**config.mk**
```make
export PLATFORM = sky130hd
export DESIGN_NAME = loc_arb_top
export DESIGN_NICKNAME = d
export VERILOG_FILES = /design/src/rtl/loc_arb_pkg.sv /design/src/rtl/loc_arb_settle.sv /design/src/rtl/loc_arb_regif.sv /design/src/rtl/loc_arb_fsm.sv /design/src/rtl/loc_arb_top.sv
export SDC_FILE = /design/constraint.sdc
export NUM_CORES = 1
export LEC_CHECK = 0
export BUFFER_PORTS_ARGS = -buffer_cell sky130_fd_sc_hd__buf_2
export CAP_MARGIN = 25
export CORE_MARGIN = 3
export CORE_UTILIZATION = 40
export CTS_CLUSTER_DIAMETER = 80
export DETAILED_ROUTE_END_ITERATION = 7
export PLACE_DENSITY = 0.7
export SLEW_MARGIN = 20
export SYNTH_ARGS = -nofsm -noshare
export SYNTH_HDL_FRONTEND = slang
export SYNTH_SLANG_ARGS = --single-unit
```
**constraint.sdc**
```tcl
create_clock -name clk -period 1.32 [get_ports clk]
set_input_delay 0.066 -clock clk [delete_from_list [all_inputs] [get_ports clk]]
set_output_delay 0.066 -clock clk [all_outputs]
set_load 0.02 [all_outputs]
```
**src/rtl/loc_arb_pkg.sv**
```systemverilog
package loc_arb_pkg;

    typedef enum logic [1:0] {
        ST_SETTLE = 2'd0,
        ST_IDLE   = 2'd1,
        ST_HOST   = 2'd2,
        ST_EXT    = 2'd3
    } arb_state_e;

    localparam int B_EST    = 0;
    localparam int B_REQ    = 1;
    localparam int B_PEND   = 2;
    localparam int B_SEIZE  = 3;
    localparam int B_SEIZED = 4;
    localparam int B_ACT    = 5;
    localparam int B_VALID  = 7;

endpackage

```
**src/rtl/loc_arb_settle.sv**
```systemverilog
module loc_arb_settle #(
    parameter int SETTLE_CYC = 16
) (
    input  logic clk,
    input  logic rst_n,
    output logic settled
);
    localparam int CNT_W = $clog2(SETTLE_CYC + 1);
    localparam logic [CNT_W-1:0] LIMIT = CNT_W'(SETTLE_CYC);

    logic [CNT_W-1:0] cnt_q;

    always_ff @(posedge clk or negedge rst_n) begin
        if (!rst_n) begin
            cnt_q <= '0;
        end else if (cnt_q != LIMIT) begin
            cnt_q <= cnt_q + 1'b1;
        end
    end

    assign settled = (cnt_q == LIMIT);

    AST_CNT_LIMIT: assert property (@(posedge clk) disable iff (!rst_n)
        settled |=> settled);
endmodule

```
**src/rtl/loc_arb_regif.sv**
```systemverilog
module loc_arb_regif
    import loc_arb_pkg::*;
#(
    parameter int ADDR_W = 8,
    parameter logic [ADDR_W-1:0] ACC_OFS = '0
) (
    input  logic              clk,
    input  logic              rst_n,
    input  logic [ADDR_W-1:0] bus_addr,
    input  logic [7:0]        bus_wdata,
    input  logic              bus_wr,
    input  logic              bus_rd,
    output logic [7:0]        bus_rdata,
    input  logic              valid,
    input  logic              est_flag,
    input  logic              req_queued,
    input  logic              pend,
    input  logic              seized,
    input  logic              host_own,
    output logic              cmd_req,
    output logic              cmd_rel,
    output logic              cmd_seize
);
    logic       hit;
    logic       wr_ok;
    logic [7:0] view;
    logic [7:0] rdata_q;

    assign hit   = (bus_addr == ACC_OFS);
    assign wr_ok = bus_wr && hit && valid;

    always_comb begin
        cmd_req   = wr_ok && bus_wdata[B_REQ];
        cmd_rel   = wr_ok && bus_wdata[B_ACT];
        cmd_seize = wr_ok && bus_wdata[B_SEIZE];
    end

    always_comb begin
        view = '0;
        if (valid) begin
            view[B_EST]    = est_flag;
            view[B_REQ]    = req_queued;
            view[B_PEND]   = pend;
            view[B_SEIZED] = seized;
            view[B_ACT]    = host_own;
            view[B_VALID]  = 1'b1;
        end
    end

    always_ff @(posedge clk or negedge rst_n) begin
        if (!rst_n) begin
            rdata_q <= '0;
        end else if (bus_rd) begin
            rdata_q <= hit ? view : 8'h00;
        end
    end

    assign bus_rdata = rdata_q;

    AST_RD_IDLE: assert property (@(posedge clk) disable iff (!rst_n)
        !bus_rd |=> $stable(bus_rdata));
endmodule

```
**src/rtl/loc_arb_fsm.sv**
```systemverilog
module loc_arb_fsm
    import loc_arb_pkg::*;
(
    input  logic clk,
    input  logic rst_n,
    input  logic valid_in,
    input  logic ext_req,
    input  logic cmd_req,
    input  logic cmd_rel,
    input  logic cmd_seize,
    output logic valid,
    output logic host_active,
    output logic ext_grant,
    output logic req_queued,
    output logic pend,
    output logic seized
);
    arb_state_e state_q, state_d;
    logic       reqq_q, reqq_d;
    logic       seized_q, seized_d;
    logic       by_seize;

    always_ff @(posedge clk or negedge rst_n) begin
        if (!rst_n) begin
            state_q  <= ST_SETTLE;
            reqq_q   <= 1'b0;
            seized_q <= 1'b0;
        end else begin
            state_q  <= state_d;
            reqq_q   <= reqq_d;
            seized_q <= seized_d;
        end
    end

    always_comb begin
        state_d  = state_q;
        reqq_d   = reqq_q;
        by_seize = 1'b0;
        unique case (state_q)
            ST_SETTLE: begin
                if (valid_in) state_d = ST_IDLE;
            end
            ST_IDLE: begin
                if (cmd_req)      state_d = ST_HOST;
                else if (ext_req) state_d = ST_EXT;
            end
            ST_HOST: begin
                if (cmd_rel) state_d = ext_req ? ST_EXT : ST_IDLE;
            end
            ST_EXT: begin
                if (cmd_seize) begin
                    state_d  = ST_HOST;
                    by_seize = 1'b1;
                    reqq_d   = 1'b0;
                end else if (!ext_req) begin
                    state_d = (reqq_q || cmd_req) ? ST_HOST : ST_IDLE;
                    reqq_d  = 1'b0;
                end else if (cmd_rel) begin
                    reqq_d = 1'b0;
                end else if (cmd_req) begin
                    reqq_d = 1'b1;
                end
            end
            default: state_d = ST_SETTLE;
        endcase
    end

    always_comb begin
        seized_d = seized_q;
        if (by_seize) begin
            seized_d = 1'b1;
        end else if (state_d != state_q &&
                     (state_d == ST_HOST || state_d == ST_EXT)) begin
            seized_d = 1'b0;
        end
    end

    always_comb begin
        valid       = (state_q != ST_SETTLE);
        host_active = (state_q == ST_HOST);
        ext_grant   = (state_q == ST_EXT);
        req_queued  = reqq_q;
        pend        = (state_q == ST_HOST) && ext_req;
        seized      = seized_q;
    end

    AST_SETTLE_NOGRANT: assert property (@(posedge clk) disable iff (!rst_n)
        !valid_in |=> (!host_active && !ext_grant));
    AST_REQ_GRANT: assert property (@(posedge clk) disable iff (!rst_n)
        (state_q == ST_IDLE && cmd_req) |=> host_active);
    AST_RELEASE: assert property (@(posedge clk) disable iff (!rst_n)
        (host_active && cmd_rel) |=> !host_active);
    AST_HOST_HOLD: assert property (@(posedge clk) disable iff (!rst_n)
        (host_active && !cmd_rel) |=> host_active);
    AST_SEIZE: assert property (@(posedge clk) disable iff (!rst_n)
        (ext_grant && cmd_seize) |=> (host_active && seized));
endmodule

```
**src/rtl/loc_arb_top.sv**
```systemverilog
module loc_arb_top
    import loc_arb_pkg::*;
#(
    parameter int ADDR_W     = 8,
    parameter int SETTLE_CYC = 16
) (
    input  logic              clk,
    input  logic              rst_n,
    input  logic [ADDR_W-1:0] bus_addr,
    input  logic [7:0]        bus_wdata,
    input  logic              bus_wr,
    input  logic              bus_rd,
    output logic [7:0]        bus_rdata,
    input  logic              ext_req,
    input  logic              est_flag,
    output logic              host_active,
    output logic              ext_grant
);
    logic settled, valid, req_queued, pend, seized;
    logic cmd_req, cmd_rel, cmd_seize;

    loc_arb_settle #(.SETTLE_CYC(SETTLE_CYC)) u_settle (
        .clk(clk), .rst_n(rst_n), .settled(settled)
    );

    loc_arb_fsm u_fsm (
        .clk(clk), .rst_n(rst_n), .valid_in(settled), .ext_req(ext_req),
        .cmd_req(cmd_req), .cmd_rel(cmd_rel), .cmd_seize(cmd_seize),
        .valid(valid), .host_active(host_active), .ext_grant(ext_grant),
        .req_queued(req_queued), .pend(pend), .seized(seized)
    );

    loc_arb_regif #(.ADDR_W(ADDR_W), .ACC_OFS('0)) u_regif (
        .clk(clk), .rst_n(rst_n), .bus_addr(bus_addr), .bus_wdata(bus_wdata),
        .bus_wr(bus_wr), .bus_rd(bus_rd), .bus_rdata(bus_rdata),
        .valid(valid), .est_flag(est_flag), .req_queued(req_queued),
        .pend(pend), .seized(seized), .host_own(host_active),
        .cmd_req(cmd_req), .cmd_rel(cmd_rel), .cmd_seize(cmd_seize)
    );
endmodule

```
======== After elaboration in Yosys (flattened, before gate mapping) ========
Index checks and enable logic that the tools add are counted.
cells by class
  bitwise gates (word level) .............. 0
  mux-type cells .......................... 21
  magnitude comparators ................... 0
  reduce and logical (&&, ||, !) cells .... 14
  eq/ne operators ......................... 9
  multipliers ............................. 0
  $add $sub $neg .......................... 1
  divide/modulo/power cells ............... 0
  shift-type cells ........................ 0
operators by type and width
  operator               count
  $mux W2                9
  $mux W1                9
  $eq A2 B2 Y1 const B   4
  $logic_not A8 Y1       1
  $mux W8                1
  $pmux W2 S4            1
  $logic_and A1 B1 Y1    7
  $add A5 B1 Y5 const B  1
  $eq A5 B5 Y1 const B   1
  $ne A5 B5 Y1 const B   1
  $ne A4 B1 Y1 const B   1
  $reduce_bool A2 Y1     2
  $mux W3                1
  $eq A2 B1 Y1 const B   1
  $logic_not A2 Y1       1
  $logic_or A1 B1 Y1     2
  $ne A2 B2 Y1           1
  $reduce_and A2 Y1      1
word-level totals
  memory bits (writable) .................. 0
  memories kept ........................... 0
  register bits after elaboration ......... 17
  bits in latches ......................... 0
  ROM bits ................................ 0

======== Logic depth before layout (Yosys ltp) ========
  word-level depth ........................ 14
  mapped depth ............................ 6
  mapped depth without buffers ............ 5

======== By module ========
A second synthesis with hierarchy kept.
second synthesis, totals
  cells, all modules ...................... 82
  area total of the unflattened synthesis .. 845.8 um^2
by module, submodules not included
  module          cells an instance  times used  area an instance (um^2)  seq. area each (um^2)
  loc_arb_regif   33                 1           329.1                    150.1
  loc_arb_fsm     29                 1           264.0                    100.1
  loc_arb_settle  20                 1           252.7                    125.1

======== Least setup slack after synthesis ========
Ideal clock, no wire load.
  kind .................................... reg2reg
  start ................................... register u_fsm.state_q[0]
  end ..................................... register u_fsm.seized_q (netlist: u_fsm.seized)
  arrival time ............................ 1,274 ps
  data required time ...................... 1,192 ps
  stages on the path, launching flop included .. 7
  path buffers ............................ 1
  path slack .............................. -81 ps
  cell sequence ........................... dfrtp_1 and2_1 buf_2 o21ai_0 a31oi_1 o41ai_1 nand2_1
between the ends
  elaborated cells between the ends (all ways) .. 27
  classes of those cells .................. eq/ne (6); mux (11); reduce/logical (10)
RTL lines
  what                          line               source
  start, declared               loc_arb_fsm.sv:18  arb_state_e state_q, state_d;
  start signal, assigned        loc_arb_fsm.sv:29  state_q <= state_d;
  $eq A2 B2 Y1 (*)              -
  net ext_grant                 loc_arb_top.sv:17  output logic ext_grant
  $pmux W2 S4                   loc_arb_fsm.sv:39  unique case (state_q)
  $eq A2 B2 Y1                  loc_arb_fsm.sv:73  (state_d == ST_HOST || state_d == ST_EXT)) begin
  $logic_or A1 B1 Y1            loc_arb_fsm.sv:73
  $logic_and A1 B1 Y1           loc_arb_fsm.sv:72  end else if (state_d != state_q &&
  $reduce_bool A2 Y1 (no line)  -
  end signal, assigned          loc_arb_fsm.sv:31  seized_q <= seized_d;
  end, declared                 loc_arb_fsm.sv:20  logic seized_q, seized_d;
Mark *: on every way through the listed nets, which the timed path passes. The rest lies on a longest branch.
A chain may end at the register's enable or synchronous reset.

======== Worst setup path in the final report ========
  start ................................... register u_fsm.state_q[0]
  end ..................................... output ext_grant
between the ends
  cells in the longest elaborated chain, start to end .. 1
RTL lines
  what           line               source
  $eq A2 B2 Y1   loc_arb_fsm.sv:81  ext_grant = (state_q == ST_EXT);
  end, declared  loc_arb_top.sv:17
No other way between the ends.

==> flow_metrics.tcl <==
set metrics [dict create \
    setup_slack_ns 0.0506 \
    insertedDiodeCount 0 \
    grt_first_pass_wirelength_um 3110 \
    h-tree-depth 1 \
    post_drt_wl_per_cell_um 12.2 \
    fin_nets 147 \
    root_buffer "clkbuf_4" \
    syn_area_per_cell_um2 9.52 \
    synthCells 85 \
    antenna_found_initial 0 \
    routabilityCongestion 0.843 \
    ir_drop_v 0.000726 \
    route.detailed.drc 0 \
    ys_seq_area_share_pct 46.4 \
    drive_gt1_share_pct 41.8 \
    final_area_um2 1090 \
    p_leak_nw 0.516 \
    rows 15 \
    dpl.hpwl_um 1420 \
    cts_sinks 15 \
    synth_cell_types 32 \
    ys_async_sr_fraction_pct 100 \
    fin_crit_sh_pct 96.2 \
    yosys_most_used_dff "dfrtp_1" \
    path_max_fanout 7 \
    grt_pass1_vias 721 \
    cts-buffers-inserted 3 \
    maxCapViolations 0 \
    clkTransAtPathRegs_ns 0.09 \
    cp-start-kind "register" \
    die_h_um 51.0 \
    synth.area.top_cells "dfrtp_1 (46%), inv_1 (5.1%), o21ai_0 (4.9%), xnor2_1 (4.3%), ha_1 (3.1%)" \
    syn2layout_area_growth_pct 34.8 \
    numPortBuffers 24 \
    syn_area_um2 810 \
    floorplan.initialDensity_pct 44.5 \
    ys_seq_elements 15 \
    status "completed" \
    period_needed_ns 1.27 \
    dieArea_um2 2600 \
    finalMaxSlewViolations 0 \
    hold_slack_ns 0.0665 \
    fmaxAchievable_ghz 0.788 \
    utilization_pct 59.9 \
    pin_count 32 \
    final_antenna_net_count 0 \
    wl_um 1800 \
    finClkSkew_ns 0.00490 \
    grt_usage_pct 15.7 \
    drt_iter0_drc 8 \
    drt-vias-per-instance 4.94 \
    grt_max_degree 16 \
    overflow 0 \
    dr.pass1.iters 4 \
    min_path_type "in -> reg" \
    synth-edff-count 0 \
    cp-end-kind "output pin" \
    layout_common_cells "buf_2 (24), dfrtp_1 (13), inv_1 (11), buf_4 (10), o21ai_0 (8)" \
    cp.arrival_ns 1.20 \
    core_area_um2 1820 \
    dp_slack_ns -0.161 \
    yosysTopAreaCell "dfrtp_1" \
    worstSetupPathType "reg -> out" \
    placed_area_um2 1030 \
    fp.dieW_um 51.0 \
    tritoncts "yes" \
    cts_buffer_depth 2 \
    clkLatencyLatePin_ns 0.27 \
    setup_viol 0 \
    synth_top_area_share_pct 46.4 \
    num_vias 726 \
    fin_tns_setup_ns 0 \
    yosysWarnings 0 \
    hold_viol 0 \
    pwr_density_cell_nw_per_um2 1050 \
    final_common_cell "buf_2" \
    required_ns 1.25 \
]
[critical path: stages, from the launching register on]
cell and delay (ns):
dfrtp_2 0.46, and2_4 0.18, buf_4 0.14, buf_2 0.15
[registers in the layout (all words and copies together), names as in the netlist]
register           cells
u_fsm.seized           1
u_regif.bus_rdata      6
u_fsm.state_q          2
u_fsm.req_queued       1
u_settle.cnt_q         5
[what timing repair did]
item	4_1_cts	5_1_grt
buffers inserted	0	0
resized for setup	1	3
hold endpoints to repair	16	0
hold buffers	2	0
endpoints found under the setup margin	1	2
[worst paths after layout]
check                             startpoint                end  slack [ns]  cells past startpoint
max                         u_fsm.state_q[0]          ext_grant        0.05                      3
min                             bus_wdata[3]       u_fsm.seized        0.07                      3
max reg2reg                 u_fsm.state_q[0]       u_fsm.seized        0.06                      5
min reg2reg                u_settle.cnt_q[4]  u_settle.cnt_q[4]        0.47                      1
max in group asynchronous              rst_n   u_fsm.state_q[1]        0.83                      2
min in group asynchronous              rst_n  u_settle.cnt_q[2]        0.23                      2
[per-layer routing]
metal / wire (um) / global-route usage (%) / vias to the layer above
met1: 799 / 20.0 / 340
met2: 906 / 27.3 / 22
met4: 0 / 5.38 / 0
met5: 0 / 0 / -
met3: 92 / 1.75 / 0
li1: - / - / 364
[per-stage QoR]
| stage | total power, mW | instances |
|---|---|---|
| after floorplan | 0.738 | 86 |
| after global placement | 0.861 | 141 |
| after detailed placement | 0.868 | 141 |
| after CTS | 1.13 | 147 |
| after global routing | 1.21 | 147 |
| final | 1.15 | 147 |
[cell type report]
class / instances / area [um2]
fillers: 172 / 729
multi-input cells: 56 / 398
flip-flops and latches: 15 / 378
repair buffers: 36 / 215
inverters: 11 / 41.3
well taps: 25 / 31.3
clock buffers: 3 / 22.5
clock inverters: 1 / 5.00
[power by group]
group | leakage (nW) | internal [mW] | switching, mW | total [mW]
Sequential | 0.197 | 0.499 | 0.0577 | 0.557
Combinational | 0.302 | 0.161 | 0.179 | 0.340
Clock | 0.0177 | 0.112 | 0.138 | 0.250
[cells in the mapped netlist (2+ instances only)]
library cell	count
a21oi_1	2
nor2_1	5
o21ai_0	8
nand2_1	6
inv_1	11
a311oi_1	2
xnor2_1	4
ha_1	2
nand3_1	4
nor4_2	2
buf_4	2
dfrtp_1	15
a31oi_1	3
[cell families (layout without fill, tap and decap cells)]
family                   after synthesis  count (layout)  share of synthesized area (%)
XOR/XNOR                               4               4                           4.33
other                                  1               2                          0.463
adder cells (fa/ha/maj)                2               2                           3.09
flip-flops                            15              15                           46.4
buffers and inverters                 15              51                           8.04
AO/OA/AOI/OAI                         21              21                           17.0
AND/OR/NAND/NOR                       26              26                           19.3
multiplexers                           1               1                           1.39
No activity file was read; power rests on OpenSTA's default activity.
